--- config.mk ---
export PLATFORM = sky130hd
export DESIGN_NAME = lane_region_splitter
export DESIGN_NICKNAME = d
export VERILOG_FILES = /design/src/rtl/lrs_pkg.sv /design/src/rtl/lrs_ctrl.sv /design/src/rtl/lrs_datapath.sv /design/src/rtl/lane_region_splitter.sv
export SDC_FILE = /design/constraint.sdc
export NUM_CORES = 1
export LEC_CHECK = 0
export ABC_AREA = 1
export BUFFER_PORTS_ARGS = -buffer_cell sky130_fd_sc_hd__buf_2
export CAP_MARGIN = 20
export CORE_UTILIZATION = 57
export DETAILED_ROUTE_END_ITERATION = 10
export PLACE_DENSITY = 0.95
export SYNTH_ARGS = -nofsm -noshare
export SYNTH_HDL_FRONTEND = slang
export SYNTH_HIERARCHICAL = 1
export SYNTH_SLANG_ARGS = --single-unit
--- constraint.sdc ---
create_clock -name clk -period 4.05 [get_ports clk]
set_input_delay 0.81 -clock clk [delete_from_list [all_inputs] [get_ports clk]]
set_output_delay 0.81 -clock clk [all_outputs]
set_load 0.005 [all_outputs]
--- src/rtl/lrs_pkg.sv ---
package lrs_pkg;
  localparam int PATH_LM = 0;
  localparam int PATH_DC = 1;

  // strobes from control to datapath
  typedef struct packed {
    logic [1:0] shift;     // advance delay line of each path
    logic [1:0] fill;      // head stage of each path takes a live sub-request
    logic       pickLocal; // response mux selects scratchpad side
  } strobeT;
endpackage

--- src/rtl/lrs_ctrl.sv ---
module lrs_ctrl
  import lrs_pkg::*;
#(
  parameter int DELAY = 2
) (
  input  logic       clk,
  input  logic       rstN,
  input  logic       inValid,
  input  logic [1:0] need,
  input  logic [1:0] outReady,
  input  logic       lmRspValid,
  input  logic       dcRspValid,
  input  logic       upRspReady,
  output logic       inReady,
  output logic [1:0] outValid,
  output logic       lmRspReady,
  output logic       dcRspReady,
  output logic       upRspValid,
  output strobeT     stb
);
  localparam int LAST = DELAY - 1;

  logic [1:0][DELAY-1:0] validQ;
  logic accept;

  always_comb begin
    for (int p = 0; p < 2; p++) begin
      stb.shift[p] = !validQ[p][LAST] || outReady[p];
      outValid[p]  = validQ[p][LAST];
    end
    inReady = (!need[PATH_LM] || stb.shift[PATH_LM]) &&
              (!need[PATH_DC] || stb.shift[PATH_DC]);
    accept  = inValid && inReady;
    for (int p = 0; p < 2; p++) begin
      stb.fill[p] = accept && need[p];
    end
    stb.pickLocal = lmRspValid;
    upRspValid    = lmRspValid || dcRspValid;
    lmRspReady    = upRspReady;
    dcRspReady    = upRspReady && !lmRspValid;
  end

  always_ff @(posedge clk) begin
    if (!rstN) begin
      validQ <= '0;
    end else begin
      for (int p = 0; p < 2; p++) begin
        if (stb.shift[p]) begin
          for (int k = LAST; k >= 1; k--) begin
            validQ[p][k] <= validQ[p][k-1];
          end
          validQ[p][0] <= stb.fill[p];
        end
      end
    end
  end
endmodule

--- src/rtl/lrs_datapath.sv ---
module lrs_datapath
  import lrs_pkg::*;
#(
  parameter int          LANES       = 4,
  parameter int          ADDR_W      = 8,
  parameter int          TAG_W       = 4,
  parameter int          CORE_W      = 2,
  parameter int          TXN_W       = 4,
  parameter int unsigned SHARED_BASE = 64,
  parameter int unsigned SHARED_SIZE = 32,
  parameter int          DELAY       = 2
) (
  input  logic                               clk,
  input  logic                               rstN,
  input  logic [LANES-1:0]                   inMask,
  input  logic [LANES*ADDR_W-1:0]            inAddr,
  input  logic                               inWrite,
  input  logic [TAG_W-1:0]                   inTag,
  input  logic [CORE_W-1:0]                  inCore,
  input  logic [TXN_W-1:0]                   inTxn,
  input  strobeT                             stb,
  output logic [1:0]                         need,
  output logic [1:0][LANES-1:0]              outMask,
  output logic [1:0][LANES*ADDR_W-1:0]       outAddr,
  output logic [1:0]                         outWrite,
  output logic [1:0][TAG_W-1:0]              outTag,
  output logic [1:0][CORE_W-1:0]             outCore,
  output logic [1:0][TXN_W-1:0]              outTxn,
  input  logic [LANES-1:0]                   lmRspMask,
  input  logic [TAG_W-1:0]                   lmRspTag,
  input  logic [CORE_W-1:0]                  lmRspCore,
  input  logic [TXN_W-1:0]                   lmRspTxn,
  input  logic [LANES-1:0]                   dcRspMask,
  input  logic [TAG_W-1:0]                   dcRspTag,
  input  logic [CORE_W-1:0]                  dcRspCore,
  input  logic [TXN_W-1:0]                   dcRspTxn,
  output logic [LANES-1:0]                   upRspMask,
  output logic [TAG_W-1:0]                   upRspTag,
  output logic [CORE_W-1:0]                  upRspCore,
  output logic [TXN_W-1:0]                   upRspTxn
);
  localparam int AW_ALL   = LANES * ADDR_W;
  localparam int OFF_TXN  = 0;
  localparam int OFF_CORE = OFF_TXN + TXN_W;
  localparam int OFF_TAG  = OFF_CORE + CORE_W;
  localparam int OFF_WR   = OFF_TAG + TAG_W;
  localparam int OFF_ADDR = OFF_WR + 1;
  localparam int OFF_MASK = OFF_ADDR + AW_ALL;
  localparam int PW       = OFF_MASK + LANES;
  localparam int LAST     = DELAY - 1;
  localparam logic [ADDR_W:0] WIN_LO = (ADDR_W+1)'(SHARED_BASE);
  localparam logic [ADDR_W:0] WIN_HI = (ADDR_W+1)'(SHARED_BASE + SHARED_SIZE);

  logic [LANES-1:0]       laneShared;
  logic [1:0][LANES-1:0]  splitMask;
  logic [1:0][AW_ALL-1:0] splitAddr;
  logic [1:0][PW-1:0]     headPay;
  logic [1:0][DELAY-1:0][PW-1:0] lineQ;

  // per-lane region decode and split
  for (genvar i = 0; i < LANES; i++) begin : gLane
    logic [ADDR_W-1:0] laneAddr;
    assign laneAddr      = inAddr[i*ADDR_W +: ADDR_W];
    assign laneShared[i] = ({1'b0, laneAddr} >= WIN_LO) && ({1'b0, laneAddr} < WIN_HI);
    assign splitMask[PATH_LM][i] = inMask[i] && laneShared[i];
    assign splitMask[PATH_DC][i] = inMask[i] && !laneShared[i];
    for (genvar p = 0; p < 2; p++) begin : gPath
      assign splitAddr[p][i*ADDR_W +: ADDR_W] = splitMask[p][i] ? laneAddr : '0;
    end
  end

  // per-path payload packing, delay line and unpacking
  for (genvar p = 0; p < 2; p++) begin : gOut
    logic [PW-1:0] tail;
    assign need[p]    = |splitMask[p];
    assign headPay[p] = {splitMask[p], splitAddr[p], inWrite, inTag, inCore, inTxn};

    always_ff @(posedge clk) begin
      if (!rstN) begin
        lineQ[p] <= '0;
      end else if (stb.shift[p]) begin
        for (int k = LAST; k >= 1; k--) begin
          lineQ[p][k] <= lineQ[p][k-1];
        end
        lineQ[p][0] <= stb.fill[p] ? headPay[p] : '0;
      end
    end

    assign tail        = lineQ[p][LAST];
    assign outMask[p]  = tail[OFF_MASK +: LANES];
    assign outAddr[p]  = tail[OFF_ADDR +: AW_ALL];
    assign outWrite[p] = tail[OFF_WR];
    assign outTag[p]   = tail[OFF_TAG +: TAG_W];
    assign outCore[p]  = tail[OFF_CORE +: CORE_W];
    assign outTxn[p]   = tail[OFF_TXN +: TXN_W];
  end

  // response merge, scratchpad first
  always_comb begin
    if (stb.pickLocal) begin
      upRspMask = lmRspMask;
      upRspTag  = lmRspTag;
      upRspCore = lmRspCore;
      upRspTxn  = lmRspTxn;
    end else begin
      upRspMask = dcRspMask;
      upRspTag  = dcRspTag;
      upRspCore = dcRspCore;
      upRspTxn  = dcRspTxn;
    end
  end
endmodule

--- src/rtl/lane_region_splitter.sv ---
module lane_region_splitter
  import lrs_pkg::*;
#(
  parameter int          LANES       = 4,
  parameter int          ADDR_W      = 8,
  parameter int          TAG_W       = 4,
  parameter int          CORE_W      = 2,
  parameter int          TXN_W       = 4,
  parameter int unsigned SHARED_BASE = 64,
  parameter int unsigned SHARED_SIZE = 32,
  parameter int          DELAY       = 2
) (
  input  logic                    clk,
  input  logic                    rstN,
  input  logic                    inValid,
  output logic                    inReady,
  input  logic [LANES-1:0]        inMask,
  input  logic [LANES*ADDR_W-1:0] inAddr,
  input  logic                    inWrite,
  input  logic [TAG_W-1:0]        inTag,
  input  logic [CORE_W-1:0]       inCore,
  input  logic [TXN_W-1:0]        inTxn,
  output logic                    lmReqValid,
  input  logic                    lmReqReady,
  output logic [LANES-1:0]        lmReqMask,
  output logic [LANES*ADDR_W-1:0] lmReqAddr,
  output logic                    lmReqWrite,
  output logic [TAG_W-1:0]        lmReqTag,
  output logic [CORE_W-1:0]       lmReqCore,
  output logic [TXN_W-1:0]        lmReqTxn,
  output logic                    dcReqValid,
  input  logic                    dcReqReady,
  output logic [LANES-1:0]        dcReqMask,
  output logic [LANES*ADDR_W-1:0] dcReqAddr,
  output logic                    dcReqWrite,
  output logic [TAG_W-1:0]        dcReqTag,
  output logic [CORE_W-1:0]       dcReqCore,
  output logic [TXN_W-1:0]        dcReqTxn,
  input  logic                    lmRspValid,
  output logic                    lmRspReady,
  input  logic [LANES-1:0]        lmRspMask,
  input  logic [TAG_W-1:0]        lmRspTag,
  input  logic [CORE_W-1:0]       lmRspCore,
  input  logic [TXN_W-1:0]        lmRspTxn,
  input  logic                    dcRspValid,
  output logic                    dcRspReady,
  input  logic [LANES-1:0]        dcRspMask,
  input  logic [TAG_W-1:0]        dcRspTag,
  input  logic [CORE_W-1:0]       dcRspCore,
  input  logic [TXN_W-1:0]        dcRspTxn,
  output logic                    upRspValid,
  input  logic                    upRspReady,
  output logic [LANES-1:0]        upRspMask,
  output logic [TAG_W-1:0]        upRspTag,
  output logic [CORE_W-1:0]       upRspCore,
  output logic [TXN_W-1:0]        upRspTxn
);
  strobeT                          stb;
  logic [1:0]                      need;
  logic [1:0]                      outValid;
  logic [1:0][LANES-1:0]           dpMask;
  logic [1:0][LANES*ADDR_W-1:0]    dpAddr;
  logic [1:0]                      dpWrite;
  logic [1:0][TAG_W-1:0]           dpTag;
  logic [1:0][CORE_W-1:0]          dpCore;
  logic [1:0][TXN_W-1:0]           dpTxn;

  lrs_ctrl #(.DELAY(DELAY)) uCtrl (
    .clk        (clk),
    .rstN       (rstN),
    .inValid    (inValid),
    .need       (need),
    .outReady   ({dcReqReady, lmReqReady}),
    .lmRspValid (lmRspValid),
    .dcRspValid (dcRspValid),
    .upRspReady (upRspReady),
    .inReady    (inReady),
    .outValid   (outValid),
    .lmRspReady (lmRspReady),
    .dcRspReady (dcRspReady),
    .upRspValid (upRspValid),
    .stb        (stb)
  );

  lrs_datapath #(
    .LANES(LANES), .ADDR_W(ADDR_W), .TAG_W(TAG_W), .CORE_W(CORE_W), .TXN_W(TXN_W),
    .SHARED_BASE(SHARED_BASE), .SHARED_SIZE(SHARED_SIZE), .DELAY(DELAY)
  ) uDp (
    .clk       (clk),
    .rstN      (rstN),
    .inMask    (inMask),
    .inAddr    (inAddr),
    .inWrite   (inWrite),
    .inTag     (inTag),
    .inCore    (inCore),
    .inTxn     (inTxn),
    .stb       (stb),
    .need      (need),
    .outMask   (dpMask),
    .outAddr   (dpAddr),
    .outWrite  (dpWrite),
    .outTag    (dpTag),
    .outCore   (dpCore),
    .outTxn    (dpTxn),
    .lmRspMask (lmRspMask),
    .lmRspTag  (lmRspTag),
    .lmRspCore (lmRspCore),
    .lmRspTxn  (lmRspTxn),
    .dcRspMask (dcRspMask),
    .dcRspTag  (dcRspTag),
    .dcRspCore (dcRspCore),
    .dcRspTxn  (dcRspTxn),
    .upRspMask (upRspMask),
    .upRspTag  (upRspTag),
    .upRspCore (upRspCore),
    .upRspTxn  (upRspTxn)
  );

  assign lmReqValid = outValid[PATH_LM];
  assign lmReqMask  = dpMask[PATH_LM];
  assign lmReqAddr  = dpAddr[PATH_LM];
  assign lmReqWrite = dpWrite[PATH_LM];
  assign lmReqTag   = dpTag[PATH_LM];
  assign lmReqCore  = dpCore[PATH_LM];
  assign lmReqTxn   = dpTxn[PATH_LM];

  assign dcReqValid = outValid[PATH_DC];
  assign dcReqMask  = dpMask[PATH_DC];
  assign dcReqAddr  = dpAddr[PATH_DC];
  assign dcReqWrite = dpWrite[PATH_DC];
  assign dcReqTag   = dpTag[PATH_DC];
  assign dcReqCore  = dpCore[PATH_DC];
  assign dcReqTxn   = dpTxn[PATH_DC];
endmodule

==> flow_summary_export.csv <==
group,metric,value,unit
routing,via_per_inst,5.28,
sta,final-setup-viol-count,0,
floorplan,io_pins,197,
floorplan,dieHeight,118,um
power,p_leak,0.00379,uW
sta,max_freq,0.357,GHz
cells_and_area,fillerInstances,1111,
yosys,netlist_instances,974,
yosys,synthFlopType,"dfxtp_1",
yosys,synthAdderAreaFrac,0,
clock_tree,clk_latency,0.42,ns
floorplan,die_area,14000,sq um
run,drv_cap,0,
critical_path,critPathTopFamily,"simple AND/OR/NAND/NOR gates",
yosys,syn_avg_cell_area,7.90,sq um
floorplan,rows,42,
global_routing,grt_usage,0.258,
place,io_buffers,196,
routing,wirelength,17800,um
sta,hold_violations,0,
global_routing,gr-total-overflow,0,
place,place_area,7920,sq um
sta,skew,0.00705,ns
yosys,synth_edf_count,0,
critical_path,end_kind,"output port",
sta,rsz0062_at_grt,"no",
yosys,synth_top_family_by_area,"simple AND/OR/NAND/NOR gates",
yosys,ys.warnings.count,6,
sta,fin_crit,2.80,ns
cells_and_area,final_cell_mix,"197 x nor2_1, 196 x buf_2, 192 x dfxtp_1",
critical_path,cp.required,3.24,ns
floorplan,initial_core_util,0.583,
power,p_per_area,452,nW/um^2
clock_tree,root_buffer,"clkbuf_16",
clock_tree,clk_pin_slew,0.06,ns
cells_and_area,fin_nets,1122,
yosys,synth_fp_nets,1057,
clock_tree,cts_tree,"done",
hold_path,hp-class,"flop to flop",
critical_path,cp_slowest_cell,"nand3_1",
yosys,ys_ff_latch,192,
critical_path,cpPeakStageDelay,0.29,ns
sta,period_share,0.691,
critical_path,path_buf_inv,4,
critical_path,cp-start-kind,"input port",
critical_path,cp_max_fo,10,
cells_and_area,fin_area,8490,sq um
routing,drc,0,
sta,worstMarginPinSlew,0.992,ns
power,ir_worst_vdd,0.000287,V
floorplan,coreArea,13200,sq um
cells_and_area,final_common_cell,"nor2_1",
yosys,yosysUniqueCellTypes,20,
routing,drtPass1Iterations,5,
routing,drtIter0Drc,708,
critical_path,crit_cells,9,
critical_path,r2r_cells,8,
cells_and_area,syn2layout_area_growth,10.4,%
hold_path,hold_depth,2,
yosys,yosys.area_share.simple,0.229,
clock_tree,cts_buffer_depth,2,
critical_path,worstPathArrival,1.99,ns
yosys,yosysSeqAreaShare,0.500,
routing,vias,6491,
critical_path,worstSetupPathType,"input port to output port",
global_routing,first_global_vias,5872,
floorplan,fp.dieW,118,um
cells_and_area,drive_gt1_frac,0.245,
routing,wl_per_cell,14.4,um
clock_tree,cts.sinks,192,
critical_path,crit_chain,"buf_2 > inv_1 > nand3_1 > nand2_1 > nand4_1 > nand3_1 > nand2_1 > inv_1 > buf_2",
place,hpwlAfterDp,11900,um
sta,tns,0,ns
clock_tree,post_cts_resize_count,0,
sta,relSlewSlack,0.339,
yosys,async_flop_share,0,
routing,ant_nets,0,
global_routing,grt_pass1_wl,28600,um
yosys,syn_area,7690,sq um
yosys,synthXorXnorAreaFrac,0,
yosys,synth_compound_area_frac,0.101,
sta,final-max-slew-violation-count,0,
clock_tree,htree_levels,4,
clock_tree,postCtsSetupBuffers,0,
global_routing,antenna_found_initial,3,
outcome,status,"complete, no violations",
clock_tree,ctsHoldBuffers,0,
yosys,muxShareOfSynthArea,0.0205,
global_routing,grt_max_degree,115,
clock_tree,cts-buffers-inserted,17,
place,finalWeightedCongestion,0.900,
==> area by class of cell <==
type / count / area (sq um) / area share
Sequential cell: 192 / 3840 / 0.453
Antenna cell: 3 / 7.51 / 0.000884
Inverter: 25 / 95.1 / 0.0112
Tap cell: 176 / 220 / 0.0259
Clock inverter: 8 / 81.3 / 0.00958
Timing Repair Buffer: 204 / 1050 / 0.124
Multi-Input combinational cell: 599 / 2700 / 0.318
Clock buffer: 23 / 488 / 0.0575
==> cell usage after synthesis, types with 3 or more instances <==
library cell | count | area [sq um]
a21oi_1 | 51 | 255
buf_2 | 24 | 120
buf_4 | 104 | 781
buf_8 | 3 | 45.0
clkbuf_1 | 25 | 93.8
dfxtp_1 | 192 | 3840
inv_1 | 20 | 75.1
inv_2 | 4 | 15.0
mux2_2 | 14 | 158
nand2_1 | 154 | 578
nand2_2 | 3 | 18.8
nand3_1 | 32 | 160
nand4_1 | 40 | 250
nor2_1 | 198 | 743
o21ai_0 | 105 | 526
==> registers in the layout (all words and copies together), names as in the netlist <==
register,cells
uDp/gOut.tail,94
uDp/lineQ,94
uCtrl/outValid,2
uCtrl/validQ,2
==> logic make-up (layout without fill, tap and decap cells) <==
family,Yosys count,in the layout
buf+inv,183,260
other cells,0,3
flops,192,192
simple gates,429,429
mux,14,14
compound gates,156,156
==> report_power, final <==
group / switching (uW) / internal [uW] / total [uW]
registers: 23.5 / 1930 / 1960
logic: 175 / 113 / 288
clock network: 686 / 910 / 1600
total: 884 / 2960 / 3840
==> per-stage QoR <==
step | cells | total power [uW] | hold WS, ns | worst slack, ns | util
4_1_cts | 1227 | 3860 | 0.429 | 1.26 | 0.643
3_5_place_dp | 1196 | 2280 | 0.419 | 1.07 | 0.600
3_3_place_gp | 1196 | 2270 | 0.416 | 1.15 | 0.600
5_1_grt | 1228 | 3980 | 0.439 | 1.07 | 0.644
2_1_floorplan | 974 | 2200 | 0.410 | 1.74 | -
6_report | 1230 | 3840 | 0.431 | 1.25 | 0.644
==> path summary, 6_finish.rpt <==
kind | slack, ns | startpoint | end
max | 1.25 | inAddr[5] | inReady
min | 0.43 | uDp/lineQ[34] | uDp/lineQ[34]
max reg2reg | 1.89 | uCtrl/outValid[0] | uDp/lineQ[36]
min reg2reg | 0.43 | uDp/lineQ[34] | uDp/lineQ[34]
==> worst reg2reg max path: stages, from the launching register on <==
cell and delay [ns]:
dfxtp_1 0.35, nand2_2 0.48, nand4_1 0.22, inv_1 0.09
nand2_1 0.25, nor2_2 0.17, buf_4 0.29, nand3_1 0.17
nand2_1 0.09
==> layer usage <==
metal  up-vias  GRT usage  share of wire
met5         -          0        0.00073
met4         2      0.103          0.022
met3        38     0.0753          0.090
met2       307      0.424           0.48
met1      2960      0.317           0.41
li1       3184          -              -
(Power assumes the default switching activity.)
